[src/rtl/dxe_pkg.sv]
package dxe_pkg;

    localparam int IO_W = 8;

    typedef enum logic [2:0] {
        ST_IDLE,
        ST_DESC_READ,
        ST_XFER_RD,
        ST_XFER_WR,
        ST_DESC_UPDATE,
        ST_CLEAR
    } seq_state_e;

endpackage

[src/rtl/dxe_req_latch.sv]
module dxe_req_latch (
    input  logic clk,
    input  logic rst,
    input  logic req_i,
    input  logic level_mode_i,
    input  logic clr_i,
    output logic pending_o
);

    typedef struct packed {
        logic req_prev;
        logic cause;
    } latch_t;

    latch_t d, q;
    logic   set_req;

    always_comb begin
        d          = q;
        d.req_prev = req_i;
        set_req    = level_mode_i ? req_i : (req_i & ~q.req_prev);
        if (clr_i) begin
            d.cause = 1'b0;
        end else if (set_req) begin
            d.cause = 1'b1;
        end
    end

    always_ff @(posedge clk) begin
        if (rst) begin
            q <= '0;
        end else begin
            q <= d;
        end
    end

    assign pending_o = q.cause;

    // a clear request always drops the pending flag
    a_r8_clear_drops_pending: assert property (@(posedge clk) disable iff (rst)
        clr_i |=> !q.cause);

    // once set, the flag holds until a clear arrives
    a_r2_pending_holds: assert property (@(posedge clk) disable iff (rst)
        (q.cause && !clr_i) |=> q.cause);

endmodule

[src/rtl/dxe_addr_mux.sv]
module dxe_addr_mux #(
    parameter int ADDR_W = 24,
    parameter int IO_W   = 8
) (
    input  logic [IO_W-1:0]   io_ptr_i,
    input  logic [ADDR_W-1:0] buf_ptr_i,
    input  logic              dir_i,
    input  logic              wr_phase_i,
    output logic [ADDR_W-1:0] addr_o
);

    localparam int PAD_W = ADDR_W - IO_W;

    logic io_side;

    always_comb begin
        io_side = dir_i ? wr_phase_i : ~wr_phase_i;
        addr_o  = io_side ? {{PAD_W{1'b0}}, io_ptr_i} : buf_ptr_i;
    end

endmodule

[src/rtl/dxe_sequencer.sv]
module dxe_sequencer
    import dxe_pkg::*;
#(
    parameter int ADDR_W = 24,
    parameter int DATA_W = 16,
    parameter int CNT_W  = 8
) (
    input  logic              clk,
    input  logic              rst,
    input  logic              pending_i,
    input  logic              int_ack_i,
    input  logic              dl_we_i,
    input  logic [ADDR_W-1:0] dl_io_ptr_i,
    input  logic [ADDR_W-1:0] dl_buf_ptr_i,
    input  logic [CNT_W-1:0]  dl_count_i,
    input  logic              dl_dir_i,
    input  logic              dl_sel_i,
    output logic [ADDR_W-1:0] bus_addr_o,
    output logic              bus_rd_o,
    output logic              bus_wr_o,
    output logic [DATA_W-1:0] bus_wdata_o,
    input  logic [DATA_W-1:0] bus_rdata_i,
    output logic              xfer_clr_o,
    output logic              ack_clr_o,
    output logic              irq_o,
    output logic              eot_irq_o,
    output logic [ADDR_W-1:0] desc_buf_o,
    output logic [CNT_W-1:0]  desc_count_o,
    output logic              desc_sel_o
);

    typedef struct packed {
        seq_state_e        state;
        logic [IO_W-1:0]   io_ptr;
        logic [ADDR_W-1:0] buf_ptr;
        logic [CNT_W-1:0]  count;
        logic              dir;
        logic              sel;
        logic              eot;
        logic [DATA_W-1:0] data;
    } seq_t;

    seq_t d, q;

    always_comb begin
        d          = q;
        bus_rd_o   = 1'b0;
        bus_wr_o   = 1'b0;
        xfer_clr_o = 1'b0;
        ack_clr_o  = 1'b0;
        unique case (q.state)
            ST_IDLE: begin
                if (dl_we_i) begin
                    d.io_ptr  = dl_io_ptr_i[IO_W-1:0];
                    d.buf_ptr = dl_buf_ptr_i;
                    d.count   = dl_count_i;
                    d.dir     = dl_dir_i;
                    d.sel     = dl_sel_i;
                end
                if (pending_i && q.sel) begin
                    d.state = ST_DESC_READ;
                end else if (int_ack_i) begin
                    d.eot     = 1'b0;
                    ack_clr_o = pending_i;
                end
            end
            ST_DESC_READ: begin
                if (q.count == '0) begin
                    d.sel   = 1'b0;
                    d.eot   = 1'b1;
                    d.state = ST_CLEAR;
                end else begin
                    d.state = ST_XFER_RD;
                end
            end
            ST_XFER_RD: begin
                bus_rd_o = 1'b1;
                d.data   = bus_rdata_i;
                d.state  = ST_XFER_WR;
            end
            ST_XFER_WR: begin
                bus_wr_o = 1'b1;
                d.state  = ST_DESC_UPDATE;
            end
            ST_DESC_UPDATE: begin
                d.buf_ptr = q.buf_ptr + ADDR_W'(1);
                d.count   = q.count - CNT_W'(1);
                if (q.count == CNT_W'(1)) begin
                    d.sel = 1'b0;
                    d.eot = 1'b1;
                end
                d.state = ST_CLEAR;
            end
            ST_CLEAR: begin
                xfer_clr_o = 1'b1;
                d.state    = ST_IDLE;
            end
            default: d.state = ST_IDLE;
        endcase
    end

    always_ff @(posedge clk) begin
        if (rst) begin
            q <= '0;
        end else begin
            q <= d;
        end
    end

    dxe_addr_mux #(
        .ADDR_W (ADDR_W),
        .IO_W   (IO_W)
    ) i_addr_mux (
        .io_ptr_i   (q.io_ptr),
        .buf_ptr_i  (q.buf_ptr),
        .dir_i      (q.dir),
        .wr_phase_i (q.state == ST_XFER_WR),
        .addr_o     (bus_addr_o)
    );

    assign bus_wdata_o  = q.data;
    assign irq_o        = pending_i && !q.sel && (q.state == ST_IDLE);
    assign eot_irq_o    = q.eot;
    assign desc_buf_o   = q.buf_ptr;
    assign desc_count_o = q.count;
    assign desc_sel_o   = q.sel;

    // strobes never overlap
    a_r5_single_strobe: assert property (@(posedge clk) disable iff (rst)
        $onehot0({bus_rd_o, bus_wr_o}));

    // each read strobe is followed by a write strobe
    a_r5_rd_then_wr: assert property (@(posedge clk) disable iff (rst)
        bus_rd_o |=> bus_wr_o);

    // peripheral side accesses use a zero upper address
    a_r7_io_upper_zero: assert property (@(posedge clk) disable iff (rst)
        ((bus_rd_o && !q.dir) || (bus_wr_o && q.dir)) |-> (bus_addr_o[ADDR_W-1:IO_W] == '0));

    // clear pulse two cycles after the write strobe
    a_r8_clear_after_write: assert property (@(posedge clk) disable iff (rst)
        bus_wr_o |-> ##2 xfer_clr_o);

    // one item consumed per move
    a_r8_count_step: assert property (@(posedge clk) disable iff (rst)
        (xfer_clr_o && $past(bus_wr_o, 2)) |-> (q.count == $past(q.count, 2) - CNT_W'(1)));

    // end of transfer always leaves the select bit off
    a_r9_eot_clears_sel: assert property (@(posedge clk) disable iff (rst)
        $rose(q.eot) |-> !q.sel);

    // a plain interrupt never coincides with a bus strobe
    a_r4_irq_no_strobe: assert property (@(posedge clk) disable iff (rst)
        irq_o |-> (!bus_rd_o && !bus_wr_o));

endmodule

[src/rtl/desc_xfer_engine.sv]
module desc_xfer_engine #(
    parameter int ADDR_W = 24,
    parameter int DATA_W = 16,
    parameter int CNT_W  = 8
) (
    input  logic              clk,
    input  logic              rst,
    input  logic              req_in,
    input  logic              level_mode,
    input  logic              int_ack,
    input  logic              dl_we,
    input  logic [ADDR_W-1:0] dl_io_ptr,
    input  logic [ADDR_W-1:0] dl_buf_ptr,
    input  logic [CNT_W-1:0]  dl_count,
    input  logic              dl_dir,
    input  logic              dl_sel,
    output logic [ADDR_W-1:0] bus_addr,
    output logic              bus_rd,
    output logic              bus_wr,
    output logic [DATA_W-1:0] bus_wdata,
    input  logic [DATA_W-1:0] bus_rdata,
    output logic              clr_pulse,
    output logic              irq_out,
    output logic              eot_irq,
    output logic [ADDR_W-1:0] desc_buf,
    output logic [CNT_W-1:0]  desc_count,
    output logic              desc_sel
);

    logic pending;
    logic xfer_clr;
    logic ack_clr;

    dxe_req_latch i_req_latch (
        .clk          (clk),
        .rst          (rst),
        .req_i        (req_in),
        .level_mode_i (level_mode),
        .clr_i        (xfer_clr | ack_clr),
        .pending_o    (pending)
    );

    dxe_sequencer #(
        .ADDR_W (ADDR_W),
        .DATA_W (DATA_W),
        .CNT_W  (CNT_W)
    ) i_sequencer (
        .clk          (clk),
        .rst          (rst),
        .pending_i    (pending),
        .int_ack_i    (int_ack),
        .dl_we_i      (dl_we),
        .dl_io_ptr_i  (dl_io_ptr),
        .dl_buf_ptr_i (dl_buf_ptr),
        .dl_count_i   (dl_count),
        .dl_dir_i     (dl_dir),
        .dl_sel_i     (dl_sel),
        .bus_addr_o   (bus_addr),
        .bus_rd_o     (bus_rd),
        .bus_wr_o     (bus_wr),
        .bus_wdata_o  (bus_wdata),
        .bus_rdata_i  (bus_rdata),
        .xfer_clr_o   (xfer_clr),
        .ack_clr_o    (ack_clr),
        .irq_o        (irq_out),
        .eot_irq_o    (eot_irq),
        .desc_buf_o   (desc_buf),
        .desc_count_o (desc_count),
        .desc_sel_o   (desc_sel)
    );

    assign clr_pulse = xfer_clr;

endmodule

[config.mk]
export PLATFORM = sky130hd
export DESIGN_NAME = desc_xfer_engine
export DESIGN_NICKNAME = d
export VERILOG_FILES = /design/src/rtl/dxe_pkg.sv /design/src/rtl/dxe_req_latch.sv /design/src/rtl/dxe_addr_mux.sv /design/src/rtl/dxe_sequencer.sv /design/src/rtl/desc_xfer_engine.sv
export SDC_FILE = /design/constraint.sdc
export NUM_CORES = 1
export LEC_CHECK = 0
export BUFFER_PORTS_ARGS = -buffer_cell sky130_fd_sc_hd__buf_2
export CAP_MARGIN = 30
export CORE_MARGIN = 4
export CORE_UTILIZATION = 52
export CTS_CLUSTER_SIZE = 10
export DETAILED_ROUTE_END_ITERATION = 10
export PLACE_DENSITY_LB_ADDON = 0.05
export REMOVE_ABC_BUFFERS = 1
export SLEW_MARGIN = 30
export SYNTH_ARGS = -nofsm -noshare
export SYNTH_HDL_FRONTEND = slang
export SYNTH_SLANG_ARGS = --single-unit
[constraint.sdc]
create_clock -name clk -period 2.9 [get_ports clk]
set_input_delay 0.29 -clock clk [delete_from_list [all_inputs] [get_ports clk]]
set_output_delay 0.29 -clock clk [all_outputs]
set_load 0.03 [all_outputs]
==> results of run 1 <==
-- power by group through the flow --
stage	logic, mW	registers [mW]	clock network [mW]
2_1_floorplan	0.298	1.12	0
3_3_place_gp	0.608	1.04	0
3_5_place_dp	0.616	1.04	0
4_1_cts	0.620	1.02	0.867
5_1_grt	0.673	1.03	0.911
6_report	0.617	1.02	0.857
-- logic make-up after synthesis --
group,count (synthesis),synth area share
compound gates,107,0.187
xor+xnor,8,0.0208
fa+ha+maj,3,0.0101
buf+inv,85,0.143
flops,64,0.343
mux,7,0.0208
simple gates,197,0.275
-- worst paths after layout --
check | slack, ns | to
worst max-delay path | 0.14 | bus_addr[7]
worst min-delay path | 0.16 | i_req_latch.pending_o
worst max register to register | 0.66 | i_sequencer.desc_buf_o[21]
worst min register to register | 0.45 | i_sequencer.bus_wdata_o[12]
-- stage by stage --
step | util | worst slack (ns) | hold slack (ns)
after global placement | 0.603 | 0.564 | 0.439
final | 0.635 | 0.137 | 0.156
after detailed placement | 0.603 | 0.513 | 0.444
after CTS | 0.635 | 0.132 | 0.161
after floorplan | - | 0.134 | 0.352
after global routing | 0.635 | 0.00153 | 0.167
-- routing by layer --
| metal | vias to the layer above | global-route usage | part of all wire |
|---|---|---|---|
| li1 | 1802 | - | - |
| met1 | 1683 | 0.280 | 0.43 |
| met2 | 111 | 0.399 | 0.48 |
| met3 | 17 | 0.0739 | 0.077 |
| met4 | 0 | 0.0806 | 0.014 |
| met5 | - | 0 | 0 |
-- worst max-delay path: cells and delay by family, from the launching register on --
kind          cells  cell delay, ns
simple gates      1            0.13
mux               1            0.41
flops             1            0.73
xor+xnor          1            0.69
buf+inv           1            0.17
-- flip-flops by register name, summed over array words and instances (netlist names) --
register / count
i_req_latch.pending_o: 1
i_req_latch.q: 1
i_sequencer.bus_wdata_o: 16
i_sequencer.desc_buf_o: 24
i_sequencer.desc_count_o: 8
i_sequencer.desc_sel_o: 1
i_sequencer.eot_irq_o: 1
i_sequencer.q: 12
-- cell usage after synthesis, types with 3 or more instances --
cell and n:
sky130_fd_sc_hd__nand2_1 75, sky130_fd_sc_hd__dfxtp_1 64, sky130_fd_sc_hd__buf_4 50, sky130_fd_sc_hd__a21oi_1 45, sky130_fd_sc_hd__nor2_1 28, sky130_fd_sc_hd__nand3_1 23
sky130_fd_sc_hd__clkbuf_1 17, sky130_fd_sc_hd__nor2b_1 16, sky130_fd_sc_hd__nor3_1 9, sky130_fd_sc_hd__inv_1 8, sky130_fd_sc_hd__nand4_1 8, sky130_fd_sc_hd__o21ai_0 7
sky130_fd_sc_hd__a221oi_1 6, sky130_fd_sc_hd__mux2_2 6, sky130_fd_sc_hd__nor4_1 6, sky130_fd_sc_hd__o22ai_1 6, sky130_fd_sc_hd__a31oi_1 5, sky130_fd_sc_hd__and3_1 5
sky130_fd_sc_hd__nand2b_1 5, sky130_fd_sc_hd__o211ai_1 5, sky130_fd_sc_hd__a22oi_1 4, sky130_fd_sc_hd__buf_2 4, sky130_fd_sc_hd__xor2_1 4, sky130_fd_sc_hd__buf_6 3
sky130_fd_sc_hd__ha_1 3, sky130_fd_sc_hd__o21ai_1 3, sky130_fd_sc_hd__o311ai_0 3, sky130_fd_sc_hd__or3_1 3, sky130_fd_sc_hd__or4_1 3, sky130_fd_sc_hd__xnor2_1 3
-- final cells by class --
type                    instances  area [um^2]
clock inverters                 5         81.3
multi-input cells             322         1920
fillers                       654         2510
flip-flops and latches         64         1280
well taps                      96          120
repair buffers                152          788
clock buffers                  10          138
inverters                       9         33.8
diodes                          1         2.50
==> impl_summary.txt, run 1 <==
----------------------------------------------------
[Status]
  Result of the run ... completed

[Finish]
  Final layout net count ... 641
  Non-filler cells, final ... 659
  Area added between synthesis and finish ... 16.9%
  Most common cell after layout, fill and taps aside ... sky130_fd_sc_hd__buf_2
  Fraction of final layout cells sized beyond drive strength 1 ... 0.333
  Top library cells by usage in the layout, fill and taps aside ... sky130_fd_sc_hd__buf_2 (141), sky130_fd_sc_hd__nand2_1 (75), sky130_fd_sc_hd__dfxtp_1 (64)
  Final std cell area, no fill ... 4360 um^2

[Placement]
  Final weighted congestion of routability-driven global placement ... 0.820
  Placed cell count ... 643
  Total half-perimeter wirelength after legalization and detailed placement ... 7200 um
  Total placed instance area ... 4140 um^2
  # port buffers ... 141

[Worst setup path]
  Critical R2R Launch ... i_sequencer.q[61]
  Required @ worst endpoint ... 2.61 ns
  Data arrival at the endpoint of the critical path ... 2.47 ns
  Slowest library cell on the worst path ... sky130_fd_sc_hd__dfxtp_1
  Startpoint of the worst setup timing path ... i_sequencer.q[61]
  Type of destination of the critical path ... output port
  Kind of critical path ... register to output port
  Number of cells traversed by the worst register-to-register path ... 5
  Critical Path Fanout Max ... 17
  Ordered list of cells on the worst path ... nor3_2 -> xnor2_2 -> mux2_2 -> buf_2
  Crit-path max cell delay ... 0.73 ns
  Startpoint class of the critical path ... register

[Yosys]
  Yosys top cell area share ... 0.343
  Top post-synthesis cells by area ... sky130_fd_sc_hd__dfxtp_1 (34%), sky130_fd_sc_hd__buf_4 (10%), sky130_fd_sc_hd__nand2_1 (7.5%), sky130_fd_sc_hd__a21oi_1 (6.0%), sky130_fd_sc_hd__nand3_1 (3.1%)
  Leading area contributor after synthesis ... sky130_fd_sc_hd__dfxtp_1
  Synthesized cell area ... 3730 um^2
  Async set-or-reset flop fraction in the synthesized netlist ... 0
  Yosys Warn Count ... 0
  #FFs+latches synth ... 64
  Post-synthesis instance total ... 471
  Part of the Yosys area used for sequential elements ... 0.343
  Avg Inst Size Synth ... 7.92 um^2
  Main synth FF type ... sky130_fd_sc_hd__dfxtp_1
  Number of synthesized flops with an enable pin ... 0
  Distinct cells, synth ... 65

[Power and ir drop]
  Share of total power in the clock network ... 0.343
  Power share of the sequential group ... 0.409
  Net Switching ... 0.830 mW
  Switching fraction of total power ... 0.333
  PD cells ... 572 nW/um^2
  LEAKAGE ... 1.93 nW
  Final total power ... 2.50 mW
  Combinational share of power ... 0.247
  Peak supply drop ... 0.280 mV
  Internal Pwr Total ... 1.67 mW

[Route]
  Vias/cell ... 5.48
  Overall routed net length ... 10100 um
  Number of DRC markers in iteration 0 ... 138
  Drt first pass iters ... 4
  Routed len/inst ... 15.3 um
  Number of antenna-violating nets in the routed design ... 0
  Overall via count from detail_route ... 3613
  Remaining design rule violation count ... 0

[STA]
  Tightest Pin Transition ... 0.849 ns
  Fmax ... 362 MHz
  Clock skew ... 0.0115 ns
  Number of endpoints with negative hold slack in the final report ... 0
  RSZ-0062 raised after global routing ... false
  Final critical delay including setup and external delays ... 2.76 ns
  Final critical-path share of the clock period ... 0.953
  Final slew viol count ... 0
  Worst slew slack as a fraction of its limit ... 0.431
  Count of final setup violators ... 0
  Setup TNS Final ... 0 ns

[Clocking]
  H-tree depth ... 3
  Clock-pin slew on the worst setup and hold paths ... 0.07 ns
  Num CTS Buffers ... 9
  Buffers inserted by post-CTS timing repair ... 0
  Worst-skew pair later-pin latency ... 0.35 ns
  Clock tree root buffer cell ... sky130_fd_sc_hd__clkbuf_8
  TritonCTS sink count ... 64
  Cts hold-fix bufs ... 0
  Quantity of gates resized following cts ... 0
  Maximum buffer depth of the clock tree ... 2
  TritonCTS clock tree ... yes

[Job]
  Max-cap check violation count ... 0

[Floorplan]
  # rows ... 30
  Floorplan die width ... 92.7 um
  Die Height ... 92.7 um
  Core area ... 6870 um^2
  Boundary Pins ... 158
  Die footprint ... 8600 um^2
  Initial core utilization ... 0.543

[Worst hold path]
  Startpoint of the tightest hold check path ... int_ack
  Worst hold path depth ... 2
  Type of the worst min-delay path ... input pin to register

[Global routing]
  Vias in the first global route ... 3461
  Initial antenna violation count ... 1
  Total congestion overflow ... 0
  Maximum number of pins on one net before global-route repair ... 41
  Global-route wire length before repair ... 16300 um
  Total routing resource utilization after global routing ... 0.235

----------------------------------------------------
Power figures use the tool's default switching activity.
==> run 2: changes to the inputs <==
Settings changed: CORE_UTILIZATION 52 to 44.
Clock period 2.9 ns to 2.4 ns, I/O delays scaled along.
==> impl_summary.txt, run 2 (same netlist as run 1, synthesis figures left out) <==
----------------------------------------------------
[STA]
  Clock skew ... 0.0104 ns
  Worst slew slack as a fraction of its limit ... 0.549
  Number of endpoints with negative hold slack in the final report ... 0
  Final slew viol count ... 0
  Final critical delay including setup and external delays ... 2.24 ns
  Final critical-path share of the clock period ... 0.932
  RSZ-0062 raised after global routing ... false
  Count of final setup violators ... 0
  Tightest Pin Transition ... 0.677 ns
  Tightest hold margin ... 0.120 ns
  Fmax ... 447 MHz

[Worst setup path]
  Type of destination of the critical path ... output port
  Startpoint of the worst setup timing path ... i_sequencer.q[60]
  Required @ worst endpoint ... 2.16 ns
  Kind of critical path ... register to output port
  Startpoint class of the critical path ... register
  Reg2reg end ... i_sequencer.desc_buf_o[2]
  Critical Path Fanout Max ... 15
  Setup slack on the worst flop-to-flop path ... 0.30 ns
  Data arrival at the endpoint of the critical path ... 2.00 ns
  Number of cells traversed by the worst register-to-register path ... 6
  Critical R2R Launch ... i_sequencer.q[59]

[Placement]
  Final weighted congestion of routability-driven global placement ... 0.783
  # port buffers ... 141
  Total half-perimeter wirelength after legalization and detailed placement ... 7620 um

[Power and ir drop]
  LEAKAGE ... 1.98 nW
  PD cells ... 684 nW/um^2
  Final total power ... 3.05 mW
  Peak supply drop ... 0.359 mV

[Global routing]
  Total routing resource utilization after global routing ... 0.205
  Total congestion overflow ... 0
  Initial antenna violation count ... 0
  Global-route wire length before repair ... 16400 um
  Vias in the first global route ... 3344
  Maximum number of pins on one net before global-route repair ... 25

[Floorplan]
  Initial core utilization ... 0.454
  Floorplan die width ... 100 um
  Die Height ... 100 um
  Die footprint ... 10000 um^2
  # rows ... 33
  Boundary Pins ... 158
  Core area ... 8220 um^2

[Clocking]
  Num CTS Buffers ... 9
  TritonCTS sink count ... 64
  Maximum buffer depth of the clock tree ... 2
  H-tree depth ... 3
  TritonCTS clock tree ... yes
  Clock-pin slew on the worst setup and hold paths ... 0.07 ns
  Buffers inserted by post-CTS timing repair ... 0
  Worst-skew pair later-pin latency ... 0.34 ns
  Cts hold-fix bufs ... 0
  Clock tree root buffer cell ... sky130_fd_sc_hd__clkbuf_8
  Quantity of gates resized following cts ... 1

[Finish]
  Max reg flops ... 24
  Antenna cell count ... 0
  Top library cells by usage in the layout, fill and taps aside ... sky130_fd_sc_hd__buf_2 (141), sky130_fd_sc_hd__nand2_1 (75), sky130_fd_sc_hd__dfxtp_1 (64)
  Area added between synthesis and finish ... 19.3%
  Final layout net count ... 649
  Most common cell after layout, fill and taps aside ... sky130_fd_sc_hd__buf_2
  Fraction of final layout cells sized beyond drive strength 1 ... 0.343

[Worst hold path]
  Startpoint of the tightest hold check path ... int_ack
  Worst hold path depth ... 2
  Min-Delay Endpoint ... i_req_latch.pending_o
  Type of the worst min-delay path ... input pin to register

[Route]
  Routed len/inst ... 15.3 um
  Drt first pass iters ... 4
  Remaining design rule violation count ... 0
  Vias/cell ... 5.26
  Overall routed net length ... 10400 um
  Overall via count from detail_route ... 3553
  Number of antenna-violating nets in the routed design ... 0
  Number of DRC markers in iteration 0 ... 137

[Job]
  Max-cap check violation count ... 0

[Status]
  Result of the run ... completed

----------------------------------------------------
run 2: cell count changes in the layout (fill, tap and decap cells not counted):
cell	change
sky130_fd_sc_hd__inv_6	+1
sky130_fd_sc_hd__diode_2	-1
sky130_fd_sc_hd__clkinv_4	+1
sky130_fd_sc_hd__buf_4	+8
sky130_fd_sc_hd__clkinvlp_4	-1
sky130_fd_sc_hd__xnor2_2	-1
sky130_fd_sc_hd__xnor2_4	+1
run 2: how the worst max path moves through the flow:
stage,cells past startpoint,slack [ns],to
5_1_grt,5,0.03,bus_addr[0]
3_5_place_dp,5,0.29,bus_addr[0]
2_1_floorplan,4,-0.32,bus_addr[2]
3_3_place_gp,6,0.35,i_sequencer.desc_buf_o[11]
6_report,5,0.16,bus_addr[0]
4_1_cts,5,0.11,bus_addr[0]
run 2: final cells by class:
class / count / area, um^2
fillers: 848 / 3760
multi-input cells: 322 / 1930
flip-flops and latches: 64 / 1280
repair buffers: 160 / 848
clock buffers: 10 / 138
well taps: 105 / 131
clock inverters: 6 / 91.3
inverters: 9 / 33.8
run 2: worst max-delay path, stage by stage, from the launching register on:
cell,delay (ns)
sky130_fd_sc_hd__dfxtp_1,0.33
sky130_fd_sc_hd__inv_1,0.09
sky130_fd_sc_hd__nor3_2,0.36
sky130_fd_sc_hd__xnor2_4,0.29
sky130_fd_sc_hd__mux2_2,0.40
sky130_fd_sc_hd__buf_2,0.18
run 2: routing by layer:
metal / up-vias / part of all wire / global-route usage
li1: 1819 / - / -
met5: - / 0 / 0
met4: 0 / 0.0092 / 0.0715
met1: 1618 / 0.45 / 0.265
met3: 6 / 0.063 / 0.0424
met2: 110 / 0.47 / 0.340
run 2: per-stage QoR:
| stage | TNS (ns) | util | worst slack, ns | instance area, um^2 | std cells |
|---|---|---|---|---|---|
| after global placement | 0 | 0.513 | 0.353 | 4210 | 660 |
| after global routing | 0 | 0.542 | 0.0262 | 4450 | 676 |
| after CTS | 0 | 0.542 | 0.108 | 4450 | 676 |
| after detailed placement | 0 | 0.513 | 0.287 | 4210 | 660 |
| final | 0 | 0.542 | 0.164 | 4450 | 676 |
| after floorplan | -1.67 | - | -0.316 | 3230 | 395 |
run 2: where the power goes:
group | internal, mW | switching [mW] | total (mW)
sequential | 1.14 | 0.0866 | 1.23
clock | 0.618 | 0.433 | 1.05
combinational | 0.275 | 0.494 | 0.769
==> run 3: changes to the inputs <==
--- a/config.mk
+++ b/config.mk
@@ -10,3 +10,3 @@
 export CORE_MARGIN = 4
-export CORE_UTILIZATION = 44
+export CORE_UTILIZATION = 45
 export CTS_CLUSTER_SIZE = 10
@@ -18,2 +18,3 @@
 export SYNTH_HDL_FRONTEND = slang
+export SYNTH_HIERARCHICAL = 1
 export SYNTH_SLANG_ARGS = --single-unit
==> constraint.sdc (replaced) <==
create_clock -name clk -period 2.4 [get_ports clk]
set_input_delay 0.48 -clock clk [delete_from_list [all_inputs] [get_ports clk]]
set_output_delay 0.48 -clock clk [all_outputs]
set_load 0.03 [all_outputs]
==> impl_summary.txt, run 3 <==
----------------------------------------------------
[Status]
  Result of the run ... completed

[Placement]
  Placed cell count ... 704
  Total placed instance area ... 4540 um^2
  Total half-perimeter wirelength after legalization and detailed placement ... 8260 um
  # port buffers ... 141
  Final weighted congestion of routability-driven global placement ... 0.838

[Yosys]
  Top post-synthesis cells by area ... sky130_fd_sc_hd__dfxtp_1 (31%), sky130_fd_sc_hd__buf_4 (9.7%), sky130_fd_sc_hd__a21oi_1 (6.6%), sky130_fd_sc_hd__nand2_1 (6.5%), sky130_fd_sc_hd__nor2_1 (3.6%)
  Yosys top cell area share ... 0.311
  Part of the Yosys area used for sequential elements ... 0.311
  #FFs+latches synth ... 64
  Distinct cells, synth ... 77
  Async set-or-reset flop fraction in the synthesized netlist ... 0
  Main synth FF type ... sky130_fd_sc_hd__dfxtp_1
  Leading area contributor after synthesis ... sky130_fd_sc_hd__dfxtp_1
  Synthesized cell area ... 4120 um^2
  Top cell types by occurrence after synthesis ... sky130_fd_sc_hd__nand2_1 (71), sky130_fd_sc_hd__dfxtp_1 (64), sky130_fd_sc_hd__a21oi_1 (54)
  Avg Inst Size Synth ... 7.98 um^2
  Number of synthesized flops with an enable pin ... 0
  Yosys Warn Count ... 6
  Leading cell type by number of instances after synthesis ... sky130_fd_sc_hd__nand2_1
  Post-synthesis instance total ... 516

[Route]
  Number of antenna-violating nets in the routed design ... 0
  Vias/cell ... 5.36
  Overall via count from detail_route ... 3866
  Routed len/inst ... 16.0 um
  Number of DRC markers in iteration 0 ... 247
  Drt first pass iters ... 4
  Remaining design rule violation count ... 0
  Overall routed net length ... 11500 um

[Power and ir drop]
  Internal Pwr Total ... 1.93 mW
  Net Switching ... 1.09 mW
  Combinational share of power ... 0.298
  LEAKAGE ... 2.15 nW
  Peak supply drop ... 0.365 mV
  Power share of the sequential group ... 0.413
  Share of total power in the clock network ... 0.289
  PD cells ... 639 nW/um^2
  Switching fraction of total power ... 0.361

[Finish]
  Area added between synthesis and finish ... 14.9%
  Non-filler cells, final ... 721
  Final std cell area, no fill ... 4730 um^2
  Max reg flops ... 24
  Antenna cell count ... 0
  Final layout net count ... 691
  Top library cells by usage in the layout, fill and taps aside ... sky130_fd_sc_hd__buf_2 (141), sky130_fd_sc_hd__nand2_1 (71), sky130_fd_sc_hd__dfxtp_1 (64)
  Most common cell after layout, fill and taps aside ... sky130_fd_sc_hd__buf_2
  Fraction of final layout cells sized beyond drive strength 1 ... 0.357

[STA]
  Fmax ... 440 MHz
  Count of final setup violators ... 0
  Final critical delay including setup and external delays ... 2.27 ns
  Clock skew ... 0.0110 ns
  Tightest hold margin ... 0.370 ns
  Tightest Pin Transition ... 0.834 ns
  RSZ-0062 raised after global routing ... false
  Number of endpoints with negative hold slack in the final report ... 0
  Worst slew slack as a fraction of its limit ... 0.444
  Final slew viol count ... 0
  Final critical-path share of the clock period ... 0.947
  Setup TNS Final ... 0 ns

[Job]
  Max-cap check violation count ... 0

[Global routing]
  Global-route wire length before repair ... 19000 um
  Total congestion overflow ... 0
  Initial antenna violation count ... 0
  Maximum number of pins on one net before global-route repair ... 38
  Total routing resource utilization after global routing ... 0.214
  Vias in the first global route ... 3703

[Clocking]
  H-tree depth ... 3
  Maximum buffer depth of the clock tree ... 2
  Worst-skew pair later-pin latency ... 0.34 ns
  Clock tree root buffer cell ... sky130_fd_sc_hd__clkbuf_8
  Cts hold-fix bufs ... 0
  TritonCTS clock tree ... yes
  Num CTS Buffers ... 9
  Clock-pin slew on the worst setup and hold paths ... 0.08 ns
  TritonCTS sink count ... 64

[Worst setup path]
  Setup crit end ... bus_addr[3]
  Startpoint class of the critical path ... register
  Critical R2R Launch ... i_sequencer/q[59]
  Required @ worst endpoint ... 1.92 ns
  Critical Path Fanout Max ... 16
  Reg2reg end ... i_sequencer/desc_count_o[3]
  Data arrival at the endpoint of the critical path ... 1.79 ns
  Kind of critical path ... register to output port
  Startpoint of the worst setup timing path ... i_sequencer/q[60]
  Type of destination of the critical path ... output port
  Number of cells traversed by the worst register-to-register path ... 5
  Setup slack on the worst flop-to-flop path ... 0.36 ns

[Floorplan]
  # rows ... 34
  Core area ... 8810 um^2
  Floorplan die width ... 104 um
  Initial core utilization ... 0.468
  Boundary Pins ... 158
  Die footprint ... 10700 um^2
  Die Height ... 104 um

[Worst hold path]
  Type of the worst min-delay path ... input pin to register

----------------------------------------------------
==> run 3: worst min-delay path by stage <==
stage | startpoint | cells after the start | slack, ns | end
global placement | i_sequencer/bus_wdata_o[1] | 2 | 0.44 | i_sequencer/bus_wdata_o[1]
CTS | dl_io_ptr[6] | 3 | 0.36 | i_sequencer/q[57]
detailed placement | i_sequencer/bus_wdata_o[9] | 2 | 0.44 | i_sequencer/bus_wdata_o[9]
global route | bus_rdata[10] | 3 | 0.36 | i_sequencer/bus_wdata_o[10]
finish | dl_io_ptr[6] | 3 | 0.37 | i_sequencer/q[57]
floorplan | i_sequencer/q[51] | 2 | 0.43 | i_sequencer/q[51]
==> run 3: critical path: stages, from the launching register on <==
cell and delay [ns]:
sky130_fd_sc_hd__dfxtp_1 0.33, sky130_fd_sc_hd__nand2_1 0.06, sky130_fd_sc_hd__nor2_2 0.14, sky130_fd_sc_hd__xor2_2 0.19
sky130_fd_sc_hd__buf_6 0.22, sky130_fd_sc_hd__mux2_2 0.35, sky130_fd_sc_hd__buf_2 0.17
==> run 3: final cells by class <==
type / instances / area (um^2)
inverter: 10 / 37.5
tap: 108 / 135
timing repair buffer: 165 / 890
clock inverter: 3 / 15.0
sequential: 64 / 1280
clock buffer: 13 / 169
fill: 897 / 4070
multi-input combinational: 358 / 2210
==> run 3: logic make-up (layout without fill, tap and decap cells) <==
family                     after synthesis  after routing  share of synthesized area
muxes                                   10             10                     0.0304
AOI/OAI and AO/OA                      126            126                      0.197
and+or+nand+nor                        211            211                      0.280
xor gates and xnor gates                 8              8                     0.0188
buffers and inverters                   94            191                      0.154
DFF                                     64             64                      0.311
adders and majority gates                3              3                    0.00912
==> run 3: power by group through the flow <==
| stage | combinational, mW | clock, mW | sequential, mW |
|---|---|---|---|
| after floorplan | 0.423 | 0 | 1.40 |
| after global placement | 0.886 | 0 | 1.27 |
| after detailed placement | 0.898 | 0 | 1.27 |
| after CTS | 0.905 | 0.897 | 1.25 |
| after global routing | 0.984 | 0.944 | 1.27 |
| final | 0.901 | 0.875 | 1.25 |
==> run 3: per-layer routing <==
layer	GRT usage	share of wire	vias up
met4	0.0389	0.0080	0
met2	0.347	0.47	112
li1	-	-	1968
met3	0.0603	0.062	7
met5	0	0	-
met1	0.288	0.46	1779
==> run 3: through the flow <==
step / total power [mW] / util / worst slack, ns
6_report: 3.03 / 0.538 / 0.126
5_1_grt: 3.19 / 0.538 / 0.0158
4_1_cts: 3.05 / 0.536 / 0.0196
3_5_place_dp: 2.17 / 0.515 / 0.337
3_3_place_gp: 2.15 / 0.515 / 0.373
2_1_floorplan: 1.82 / - / -0.477
==> run 3: timing repair <==
action                     CTS  global route
gates cloned                 0             0
gates resized for setup      1             1
setup endpoints to repair    4             9
buffers inserted             0             1
